## config.mk

```make
export PLATFORM = sky130hd
export DESIGN_NAME = snoop_wb_coh_ctrl
export DESIGN_NICKNAME = d
export VERILOG_FILES = /design/src/rtl/coh_pkg.sv /design/src/rtl/coh_line_store.sv /design/src/rtl/coh_snoop_unit.sv /design/src/rtl/coh_miss_fsm.sv /design/src/rtl/snoop_wb_coh_ctrl.sv
export SDC_FILE = /design/constraint.sdc
export NUM_CORES = 1
export LEC_CHECK = 0
export ABC_AREA = 1
export ABC_CLOCK_PERIOD_IN_PS = 2600
export CORE_MARGIN = 2
export CORE_UTILIZATION = 40
export CTS_CLUSTER_DIAMETER = 60
export DETAILED_ROUTE_END_ITERATION = 7
export HOLD_SLACK_MARGIN = 0.15
export PLACE_DENSITY = 0.64
export SLEW_MARGIN = 0
export SYNTH_ARGS = -nofsm -noshare
export SYNTH_HDL_FRONTEND = slang
export SYNTH_SLANG_ARGS = --single-unit
export TNS_END_PERCENT = 10
```

## constraint.sdc

```tcl
create_clock -name clk -period 2.6 [get_ports clk]
set_input_delay 0.52 -clock clk [delete_from_list [all_inputs] [get_ports clk]]
set_output_delay 0.52 -clock clk [all_outputs]
set_load 0.02 [all_outputs]
```

## src/rtl/coh_pkg.sv

```systemverilog
// Shared types for the snooping coherence controller.
package coh_pkg;
    typedef enum logic [1:0] {
        LN_INV = 2'd0,
        LN_SHR = 2'd1,
        LN_EXC = 2'd2
    } line_st_e;

    typedef enum logic [1:0] {
        BC_NONE   = 2'd0,
        BC_RDMISS = 2'd1,
        BC_WRMISS = 2'd2,
        BC_WBACK  = 2'd3
    } bus_cmd_e;

    typedef enum logic [1:0] {
        FS_IDLE = 2'd0,
        FS_ARB  = 2'd1,
        FS_XFER = 2'd2
    } fsm_e;
endpackage

```

## src/rtl/coh_line_store.sv

```systemverilog
// Per-line state, tag and data registers with a CPU port and a snoop port.
// Assumes the snoop port and the CPU port never update one line in the same
// cycle; the snoop port wins if they do.
module coh_line_store
    import coh_pkg::*;
#(
    parameter int IDX_W  = 2,
    parameter int TAG_W  = 6,
    parameter int DATA_W = 8
) (
    input  logic              clk,
    input  logic              rst_n,
    input  logic [IDX_W-1:0]  cpu_idx,
    input  logic              cpu_we,
    input  line_st_e          cpu_st_new,
    input  logic [TAG_W-1:0]  cpu_tag_new,
    input  logic [DATA_W-1:0] cpu_data_new,
    output line_st_e          cpu_st,
    output logic [TAG_W-1:0]  cpu_tag,
    output logic [DATA_W-1:0] cpu_data,
    input  logic [IDX_W-1:0]  snp_idx,
    input  logic              snp_we,
    input  line_st_e          snp_st_new,
    output line_st_e          snp_st,
    output logic [TAG_W-1:0]  snp_tag,
    output logic [DATA_W-1:0] snp_data
);
    localparam int LINES = 1 << IDX_W;

    line_st_e          st_v   [LINES];
    logic [TAG_W-1:0]  tag_v  [LINES];
    logic [DATA_W-1:0] data_v [LINES];

    for (genvar i = 0; i < LINES; i++) begin : g_line
        line_st_e          st_q;
        logic [TAG_W-1:0]  tag_q;
        logic [DATA_W-1:0] data_q;

        // Hold one line; snoop downgrades take priority over CPU fills.
        always_ff @(posedge clk) begin
            if (!rst_n) begin
                st_q   <= LN_INV;
                tag_q  <= '0;
                data_q <= '0;
            end else if (snp_we && snp_idx == IDX_W'(i)) begin
                st_q <= snp_st_new;
            end else if (cpu_we && cpu_idx == IDX_W'(i)) begin
                st_q   <= cpu_st_new;
                tag_q  <= cpu_tag_new;
                data_q <= cpu_data_new;
            end
        end

        assign st_v[i]   = st_q;
        assign tag_v[i]  = tag_q;
        assign data_v[i] = data_q;
    end

    assign cpu_st   = st_v[cpu_idx];
    assign cpu_tag  = tag_v[cpu_idx];
    assign cpu_data = data_v[cpu_idx];
    assign snp_st   = st_v[snp_idx];
    assign snp_tag  = tag_v[snp_idx];
    assign snp_data = data_v[snp_idx];
endmodule

```

## src/rtl/coh_snoop_unit.sv

```systemverilog
// Decodes a peer miss against the addressed line: decides intercept and the
// state the line moves to. Purely combinational.
module coh_snoop_unit
    import coh_pkg::*;
#(
    parameter int TAG_W = 6
) (
    input  logic             snp_valid,
    input  bus_cmd_e         snp_cmd,
    input  logic [TAG_W-1:0] snp_tag,
    input  line_st_e         line_st,
    input  logic [TAG_W-1:0] line_tag,
    output logic             intercept,
    output logic             upd_we,
    output line_st_e         upd_st
);
    logic match;

    // Classify the snoop and pick the downgrade.
    always_comb begin
        match     = snp_valid && (line_st != LN_INV) && (line_tag == snp_tag);
        intercept = 1'b0;
        upd_we    = 1'b0;
        upd_st    = line_st;
        if (match && snp_cmd == BC_RDMISS && line_st == LN_EXC) begin
            intercept = 1'b1;
            upd_we    = 1'b1;
            upd_st    = LN_SHR;
        end else if (match && snp_cmd == BC_WRMISS) begin
            intercept = (line_st == LN_EXC);
            upd_we    = 1'b1;
            upd_st    = LN_INV;
        end
    end
endmodule

```

## src/rtl/coh_miss_fsm.sv

```systemverilog
// CPU-side sequencer: answers hits, arbitrates for the bus on misses,
// writes back a dirty victim before the miss, and fills the line.
// Assumes cpu_req and its fields are held until cpu_ready, and that no
// snoop arrives while this cache owns the bus.
module coh_miss_fsm
    import coh_pkg::*;
#(
    parameter int TAG_W = 6
) (
    input  logic             clk,
    input  logic             rst_n,
    input  logic             cpu_req,
    input  logic             cpu_we,
    input  logic [TAG_W-1:0] cpu_tag,
    input  line_st_e         line_st,
    input  logic [TAG_W-1:0] line_tag,
    input  logic             snp_valid,
    input  logic             bus_gnt,
    input  logic             bus_done,
    output logic             cpu_ready,
    output logic             bus_req,
    output bus_cmd_e         bus_cmd,
    output logic             line_we,
    output line_st_e         line_st_new,
    output logic             fill_sel
);
    fsm_e     st_q, st_d;
    bus_cmd_e cmd_q, cmd_d;
    logic     tag_eq, hit;

    // Next-state and output decode.
    always_comb begin
        tag_eq      = (line_tag == cpu_tag);
        hit         = (line_st != LN_INV) && tag_eq && (!cpu_we || line_st == LN_EXC);
        st_d        = st_q;
        cmd_d       = cmd_q;
        cpu_ready   = 1'b0;
        bus_req     = 1'b0;
        bus_cmd     = BC_NONE;
        line_we     = 1'b0;
        line_st_new = line_st;
        fill_sel    = 1'b0;
        case (st_q)
            FS_IDLE: begin
                if (cpu_req && !snp_valid) begin
                    if (hit) begin
                        cpu_ready = 1'b1;
                        if (cpu_we) begin
                            line_we     = 1'b1;
                            line_st_new = LN_EXC;
                        end
                    end else begin
                        st_d = FS_ARB;
                    end
                end
            end
            FS_ARB: begin
                bus_req = 1'b1;
                if (bus_gnt) begin
                    st_d = FS_XFER;
                    if (line_st == LN_EXC && !tag_eq) cmd_d = BC_WBACK;
                    else if (cpu_we)                  cmd_d = BC_WRMISS;
                    else                              cmd_d = BC_RDMISS;
                end
            end
            FS_XFER: begin
                bus_cmd = cmd_q;
                if (bus_done) begin
                    line_we = 1'b1;
                    if (cmd_q == BC_WBACK) begin
                        line_st_new = LN_INV;
                        st_d        = FS_ARB;
                    end else begin
                        cpu_ready   = 1'b1;
                        line_st_new = (cmd_q == BC_RDMISS) ? LN_SHR : LN_EXC;
                        fill_sel    = (cmd_q == BC_RDMISS);
                        st_d        = FS_IDLE;
                    end
                end
            end
            default: st_d = FS_IDLE;
        endcase
    end

    // Sequencer registers.
    always_ff @(posedge clk) begin
        if (!rst_n) begin
            st_q  <= FS_IDLE;
            cmd_q <= BC_NONE;
        end else begin
            st_q  <= st_d;
            cmd_q <= cmd_d;
        end
    end
endmodule

```

## src/rtl/snoop_wb_coh_ctrl.sv

```systemverilog
// Top: three-state write-back coherence controller for a small
// direct-mapped cache on a snooping bus. Address = {tag, index}.
module snoop_wb_coh_ctrl
    import coh_pkg::*;
#(
    parameter int ADDR_W = 8,
    parameter int IDX_W  = 2,
    parameter int DATA_W = 8
) (
    input  logic              clk,
    input  logic              rst_n,
    input  logic              cpu_req,
    input  logic              cpu_we,
    input  logic [ADDR_W-1:0] cpu_addr,
    input  logic [DATA_W-1:0] cpu_wdata,
    output logic              cpu_ready,
    output logic [DATA_W-1:0] cpu_rdata,
    output logic              bus_req,
    input  logic              bus_gnt,
    output logic [1:0]        bus_cmd_o,
    output logic [ADDR_W-1:0] bus_addr_o,
    output logic [DATA_W-1:0] bus_wdata_o,
    input  logic              bus_done,
    input  logic [DATA_W-1:0] bus_rdata,
    input  logic              snp_valid,
    input  logic [1:0]        snp_cmd,
    input  logic [ADDR_W-1:0] snp_addr,
    output logic              snp_intercept,
    output logic [DATA_W-1:0] snp_data
);
    localparam int TAG_W = ADDR_W - IDX_W;

    logic [IDX_W-1:0]  cpu_idx, snp_idx;
    logic [TAG_W-1:0]  cpu_tag, snp_tag, line_tag, snp_line_tag;
    line_st_e          line_st, snp_line_st, line_st_new, snp_st_new;
    logic [DATA_W-1:0] line_data, line_data_new;
    logic              line_we, snp_we, fill_sel;
    bus_cmd_e          cmd;

    assign cpu_idx = cpu_addr[IDX_W-1:0];
    assign cpu_tag = cpu_addr[ADDR_W-1:IDX_W];
    assign snp_idx = snp_addr[IDX_W-1:0];
    assign snp_tag = snp_addr[ADDR_W-1:IDX_W];

    coh_line_store #(.IDX_W(IDX_W), .TAG_W(TAG_W), .DATA_W(DATA_W)) u_store (
        .clk          (clk),
        .rst_n        (rst_n),
        .cpu_idx      (cpu_idx),
        .cpu_we       (line_we),
        .cpu_st_new   (line_st_new),
        .cpu_tag_new  (cpu_tag),
        .cpu_data_new (line_data_new),
        .cpu_st       (line_st),
        .cpu_tag      (line_tag),
        .cpu_data     (line_data),
        .snp_idx      (snp_idx),
        .snp_we       (snp_we),
        .snp_st_new   (snp_st_new),
        .snp_st       (snp_line_st),
        .snp_tag      (snp_line_tag),
        .snp_data     (snp_data)
    );

    coh_snoop_unit #(.TAG_W(TAG_W)) u_snoop (
        .snp_valid (snp_valid),
        .snp_cmd   (bus_cmd_e'(snp_cmd)),
        .snp_tag   (snp_tag),
        .line_st   (snp_line_st),
        .line_tag  (snp_line_tag),
        .intercept (snp_intercept),
        .upd_we    (snp_we),
        .upd_st    (snp_st_new)
    );

    coh_miss_fsm #(.TAG_W(TAG_W)) u_fsm (
        .clk         (clk),
        .rst_n       (rst_n),
        .cpu_req     (cpu_req),
        .cpu_we      (cpu_we),
        .cpu_tag     (cpu_tag),
        .line_st     (line_st),
        .line_tag    (line_tag),
        .snp_valid   (snp_valid),
        .bus_gnt     (bus_gnt),
        .bus_done    (bus_done),
        .cpu_ready   (cpu_ready),
        .bus_req     (bus_req),
        .bus_cmd     (cmd),
        .line_we     (line_we),
        .line_st_new (line_st_new),
        .fill_sel    (fill_sel)
    );

    assign line_data_new = fill_sel ? bus_rdata : cpu_wdata;
    assign cpu_rdata     = fill_sel ? bus_rdata : line_data;
    assign bus_cmd_o     = cmd;
    assign bus_addr_o    = (cmd == BC_WBACK) ? {line_tag, cpu_idx} : cpu_addr;
    assign bus_wdata_o   = line_data;
endmodule

```

# Word-level counts from Yosys, hierarchy flattened
# Cells that the tools add are included.
[word_totals]
reg_bits = 68
inputBits = 41
out_inout_bits = 37
[op_classes]
n_lt_le_gt_ge = 2
eq_ne = 21
muxes = 65
bitwise_logic = 6
reduce_logical = 36
[op_table]
columns = ["operator", "n"]
rows = [
  ["8-bit two-way mux", 7],
  ["2-bit two-way mux", 27],
  ["8-bit binary-select mux with 2-bit select", 2],
  ["6-bit binary-select mux with 2-bit select", 2],
  ["6-bit two-way mux", 4],
  ["2-bit == test, second input constant", 10],
  ["1-bit logical AND", 17],
  ["1-bit two-way mux", 17],
  ["6-bit == test", 2],
  ["2-bit nonzero test", 6],
  ["2-bit by 1-bit == test with 1-bit output, second input constant", 5],
  ["2-bit AND reduction", 5],
  ["2-bit binary-select mux with 2-bit select", 2],
  ["3-bit greater-or-equal comparator, second input constant", 2],
  ["2-bit zero test", 3],
  ["2-bit inequality test, second input constant", 3],
  ["2-bit NOT with 3-bit output", 2],
  ["2-bit case mux with 3 select lines", 1],
  ["1-bit NOT", 4],
  ["1-bit case mux with 2 select lines", 2],
  ["2-bit case mux with 2 select lines", 1],
  ["4-bit AND reduction", 1],
  ["1-bit zero test", 3],
  ["2-bit by 1-bit inequality test with 1-bit output, second input constant", 1],
  ["1-bit logical OR", 1],
]

# Depth between registers and ports, before layout
# Gate-level depths: netlist of the first run.
[depth]
depth_word = 13
ltp_mapped = 19

# By module
# Synthesis of the first run repeated with hierarchy kept, for this count alone.
[hier_totals]
hier_cells = 648
hier_area_um2 = 4286.6
[by_module_without_submodules]
columns = ["mod", "n_inst", "cells_per_inst", "area_each_um2", "seq_area_each_um2"]
rows = [
  ["coh_line_store", 1, 450, 3344.5, 1281.2],
  ["coh_miss_fsm", 1, 88, 454.2, 80.1],
  ["snoop_wb_coh_ctrl", 1, 63, 276.5, 0.0],
  ["coh_snoop_unit", 1, 47, 211.5, 0.0],
]

# Least setup slack after synthesis of the first run
# Ideal clock, no wire load.
[synth_path]
path_type = "register to output"
startpoint = "reg u_fsm.st_q[1]"
endpoint = "out cpu_rdata[0]"
t_arrival_ns = 1.991
required_time_ns = 2.080
path_slack_ns = 0.089
path_stages_with_launch = 9
path_buffers = 2
path_cell_list = "dfxtp_1 inv_1 nor2_1 inv_1 nor2_1 nand3_1 clkbuf_1 clkbuf_1 o21ai_0"
[synth_via]
elab_chain_len = 3
[synth_lines]
columns = ["item", "line_no", "rtl"]
rows = [
  ["start, declared", "coh_miss_fsm.sv:27", "fsm_e st_q, st_d;"],
  ["start signal, assigned", "coh_miss_fsm.sv:91", "st_q <= st_d;"],
  ["2-bit == test", "coh_miss_fsm.sv:43", "case (st_q)"],
  ["1-bit two-way mux", "coh_miss_fsm.sv:43", ""],
  ["8-bit two-way mux", "snoop_wb_coh_ctrl.sv:95", "assign cpu_rdata = fill_sel ? bus_rdata : line_data;"],
  ["end, declared", "snoop_wb_coh_ctrl.sv:17", "output logic [DATA_W-1:0] cpu_rdata,"],
]
# No other way between the ends.

# Worst setup path after layout of the first run
[layout_path]
startpoint = "in snp_addr[0]"
endpoint = "out snp_intercept"
[layout_via]
elab_chain_len = 10
[layout_lines]
columns = ["item", "line_no", "rtl"]
rows = [
  ["start, declared", "snoop_wb_coh_ctrl.sv:27", "input logic [ADDR_W-1:0] snp_addr,"],
  ["2-bit NOT with 3-bit output (not written as such) *", "coh_line_store.sv:62, coh_line_store.sv:63", ""],
  ["parallel branches: the longest is 8 deep, another holds 6-bit binary-select mux with 2-bit select", "-", ""],
  ["1-bit two-way mux *", "coh_snoop_unit.sv:25", "if (match && snp_cmd == BC_RDMISS && line_st == LN_EXC) begin"],
  ["end, declared", "snoop_wb_coh_ctrl.sv:28", "output logic snp_intercept,"],
]
# Every way passes the cells marked *. The select of a mux whose other input is x is not followed.

==> results of run 1 <==
[state kept, by name (all words and copies together), names as in the netlist]
name                   cells
u_store.g_line.st_q        8
u_store.g_line.tag_q      24
u_store.g_line.data_q     32
u_fsm.st_q                 2
u_fsm.cmd_q                2
[worst register-to-register path, stage by stage, from the launching register on]
cell and delay (ns):
dfxtp_1 0.32, inv_1 0.07, o21ai_1 0.15, nand2_1 0.09, nand2_1 0.09, nand2_1 0.06
nand2_1 0.07, nand3_2 0.08, nor2_2 0.14, buf_6 0.13, nand4_1 0.09, nand2_2 0.11
buf_12 0.13, nand3_4 0.24, nor2_1 0.22, nor2_1 0.07
[Yosys cell counts (3+ instances only)]
cell type and instances:
nand2_1 262, clkbuf_1 13, o21ai_0 23, nand4_1 47
inv_2 5, inv_1 119, o221ai_1 16, buf_4 8
nor2_1 109, nand3_1 24, buf_6 3, dfxtp_1 68
o211ai_4 3, o21ai_1 10, buf_1 7, a21oi_1 28
a22oi_1 16, nand3_2 3, buf_2 11
[area by class of cell]
| class | count | area (um2) |
|---|---|---|
| fill | 1116 | 4680 |
| multi-input combinational | 558 | 2790 |
| timing repair buffer | 182 | 1670 |
| sequential | 68 | 1360 |
| inverter | 125 | 472 |
| clock buffer | 11 | 243 |
| tap | 143 | 179 |
| clock inverter | 5 | 27.5 |
[how the worst max path moves through the flow]
| stage | slack (ns) | depth (start not counted) | end |
|---|---|---|---|
| floorplan | 0.09 | 8 | cpu_rdata[0] |
| global placement | -0.85 | 12 | snp_intercept |
| detailed placement | -0.86 | 12 | snp_intercept |
| CTS | -0.07 | 9 | snp_data[3] |
| global route | -0.17 | 12 | snp_intercept |
| finish | -0.05 | 12 | snp_intercept |
[stage by stage]
step | setup slack (ns) | util [%] | TNS, ns | area, um2
after detailed placement | -0.863 | 54.4 | -46.96 | 6220
after CTS | -0.0729 | 58.2 | -0.237 | 6650
after global routing | -0.171 | 59.0 | -0.549 | 6740
after global placement | -0.846 | 54.4 | -45.70 | 6220
final | -0.0535 | 59.0 | -0.0815 | 6740
after floorplan | 0.0892 | - | 0 | 4680
[routing by layer]
metal	vias up	part of all wire [%]
li1	2815	-
met1	2521	45
met2	191	46
met3	24	6.4
met4	0	2.3
met5	-	0
[what timing repair did]
action / in CTS / in global routing
gates resized for setup: 104 / 37
pin swaps: 4 / 13
setup endpoints to repair: 96 / 31
buffers inserted: 3 / 2
cloned: 1 / 1
hold buffers: 0 / 0
[cell families after synthesis]
kind of cell           synth area share [%]
AOI/OAI and AO/OA                      14.4
buffers and inverters                  14.8
and+or+nand+nor                        41.7
DFF                                    29.1
[power by group]
| part | total (W) | switching, W | leakage [nW] | internal [W] |
|---|---|---|---|---|
| registers | 0.00106 | 0.00000500 | 0.548 | 0.00105 |
| clock network | 0.00114 | 0.000475 | 0.135 | 0.000664 |
| logic | 0.000390 | 0.000218 | 2.54 | 0.000172 |
| total | 0.00258 | 0.000697 | 3.23 | 0.00189 |
==> results.py, run 1 <==
metrics = {
    "detailed_routing": {
        "postRouteAntennaNets": 0,
        "routedWlPerCell_um": 14.6,
        "via_per_inst": 5.08,
        "dr_total_vias": 5551,
        "finalWirelength_um": 15900,
        "drc_errors": 0,
        "drt_iter0_drc": 454,
        "drtPass1Iterations": 7,
    },
    "global_route": {
        "grt_first_pass_wirelength_um": 25700,
        "antenna_found_initial": 0,
        "grtUsageTotal_pct": 25.3,
        "met1_usage_pct": 33.8,
        "overflow": 0,
        "grt-busiest-layer": "met2",
        "grtUsageMet3_pct": 4.54,
        "met2_usage_pct": 41.2,
        "grt_pass1_vias": 5257,
        "grt_max_degree": 32,
    },
    "finish": {
        "layout.nets": 985,
        "final_common_cell": "nand2_1",
        "instances_no_fill": 1092,
        "areaGrowthSynthToFinish_pct": 43.8,
        "drive_above_1_share_pct": 20.2,
        "layout_common_cells": "nand2_1 (250), inv_1 (118), nor2_1 (105), buf_4 (95), dfxtp_1 (68)",
        "antenna_cells": 0,
    },
    "power_and_ir_drop": {
        "total_power_w": 0.00258,
        "vdd_drop_max_mv": 0.398,
        "power.density_nw_per_um2": 384,
        "power_leakage_nw": 3.23,
    },
    "placement": {
        "hpwl_um": 11500,
        "io_buffers": 77,
        "globalplace.congestion": 0.931,
        "placed_cells": 1069,
    },
    "synth": {
        "syn_inst": 793,
        "yosysWarnings": 0,
        "ys_ff_latch": 68,
        "synth_top_area_share_pct": 29.1,
        "seq_area_frac_synth_pct": 29.1,
        "syn_nets": 834,
        "synthFlopType": "dfxtp_1",
        "synth.distinct_cells": 33,
        "syn-cell-area_um2": 4680,
        "synth_edf_count": 0,
        "synth_top_area_cell": "dfxtp_1",
        "yosys-top-cells-area": "dfxtp_1 (29%), nand2_1 (21%), inv_1 (9.5%)",
        "avgSynthCellArea_um2": 5.91,
        "ys_async_sr_fraction_pct": 0,
    },
    "floorplanning": {
        "dieHeight_um": 112,
        "initial_utilization_pct": 41.0,
        "num_rows": 39,
        "fp.dieW_um": 112,
        "boundaryPins": 78,
        "dieArea_um2": 12600,
        "core_area_um2": 11400,
    },
    "critical_path": {
        "crit_required_ns": 2.08,
        "worst_setup_path_start_kind": "input pin",
        "path_buf_inv": 3,
        "critical-path-slowest-cell": "bufbuf_16",
        "r2r_cells": 15,
        "crit_fanout": 6,
        "reg2reg_from": "u_store.g_line[0].tag_q[3]",
        "critical_path.cell_chain": "clkdlybuf4s15_2 > bufbuf_16 > o21ai_1 > nand2_1 > nand3_1 > nand2_1 > nor2_2 > nand2_2 > nor2_8 > nand2_2 > a21oi_2 > buf_6",
        "cp.arrival_ns": 2.13,
        "cp-startpoint": "snp_addr[0]",
        "timing.rr.end": "u_store.g_line[2].tag_q[5]",
        "critPathMaxStageDelay_ns": 0.28,
        "r2r_slack_ns": 0.46,
        "path_delay_family": "simple AND/OR/NAND/NOR gates",
        "critPathKind": "in -> out",
        "critPathCaptureType": "output pin",
    },
    "outcome": {
        "violations": "negative setup slack",
        "status": "complete, but fails checks",
    },
    "sta": {
        "fin_skew_ns": 0.00661,
        "final_max_slew_viol_count": 0,
        "timing.final.ws_setup_ns": -0.0535,
        "finalCriticalPeriod_ns": 2.65,
        "slew_headroom_pct": 61.8,
        "clock.fmax_mhz": 377,
        "fin_hold_ws_ns": 0.492,
        "post-route-period-util_pct": 102,
        "finalHoldViolations": 0,
        "grt_setup_unrepaired": "yes",
        "worstMarginPinSlew_ns": 0.572,
        "finalSetupViolCount": 2,
    },
    "min_path": {
        "whs_path_depth": 2,
        "hold_class": "reg -> reg",
        "min_from": "u_store.g_line[3].tag_q[5]",
        "min_to": "u_store.g_line[3].tag_q[5]",
    },
    "cts": {
        "cts.sinks": 68,
        "cts_buffers": 9,
        "clk_pin_slew_ns": 0.06,
        "clockBufferDepth": 2,
        "root_buffer": "clkbuf_16",
        "cts_htree_levels": 3,
        "cts_tree": "done",
        "clkLatencyLatePin_ns": 0.34,
    },
    "flow_run": {
        "drv_cap": 0,
    },
}
Power figures use the tool's default switching activity.
==> run 2: changes to the inputs <==
--- a/config.mk
+++ b/config.mk
@@ -7,6 +7,7 @@
 export LEC_CHECK = 0
 export ABC_AREA = 1
 export ABC_CLOCK_PERIOD_IN_PS = 2600
+export CAP_MARGIN = 20
 export CORE_MARGIN = 2
 export CORE_UTILIZATION = 40
 export CTS_CLUSTER_DIAMETER = 60
==> results of run 2 <==
Final layout, timing and power as in run 1 (identical DEF).
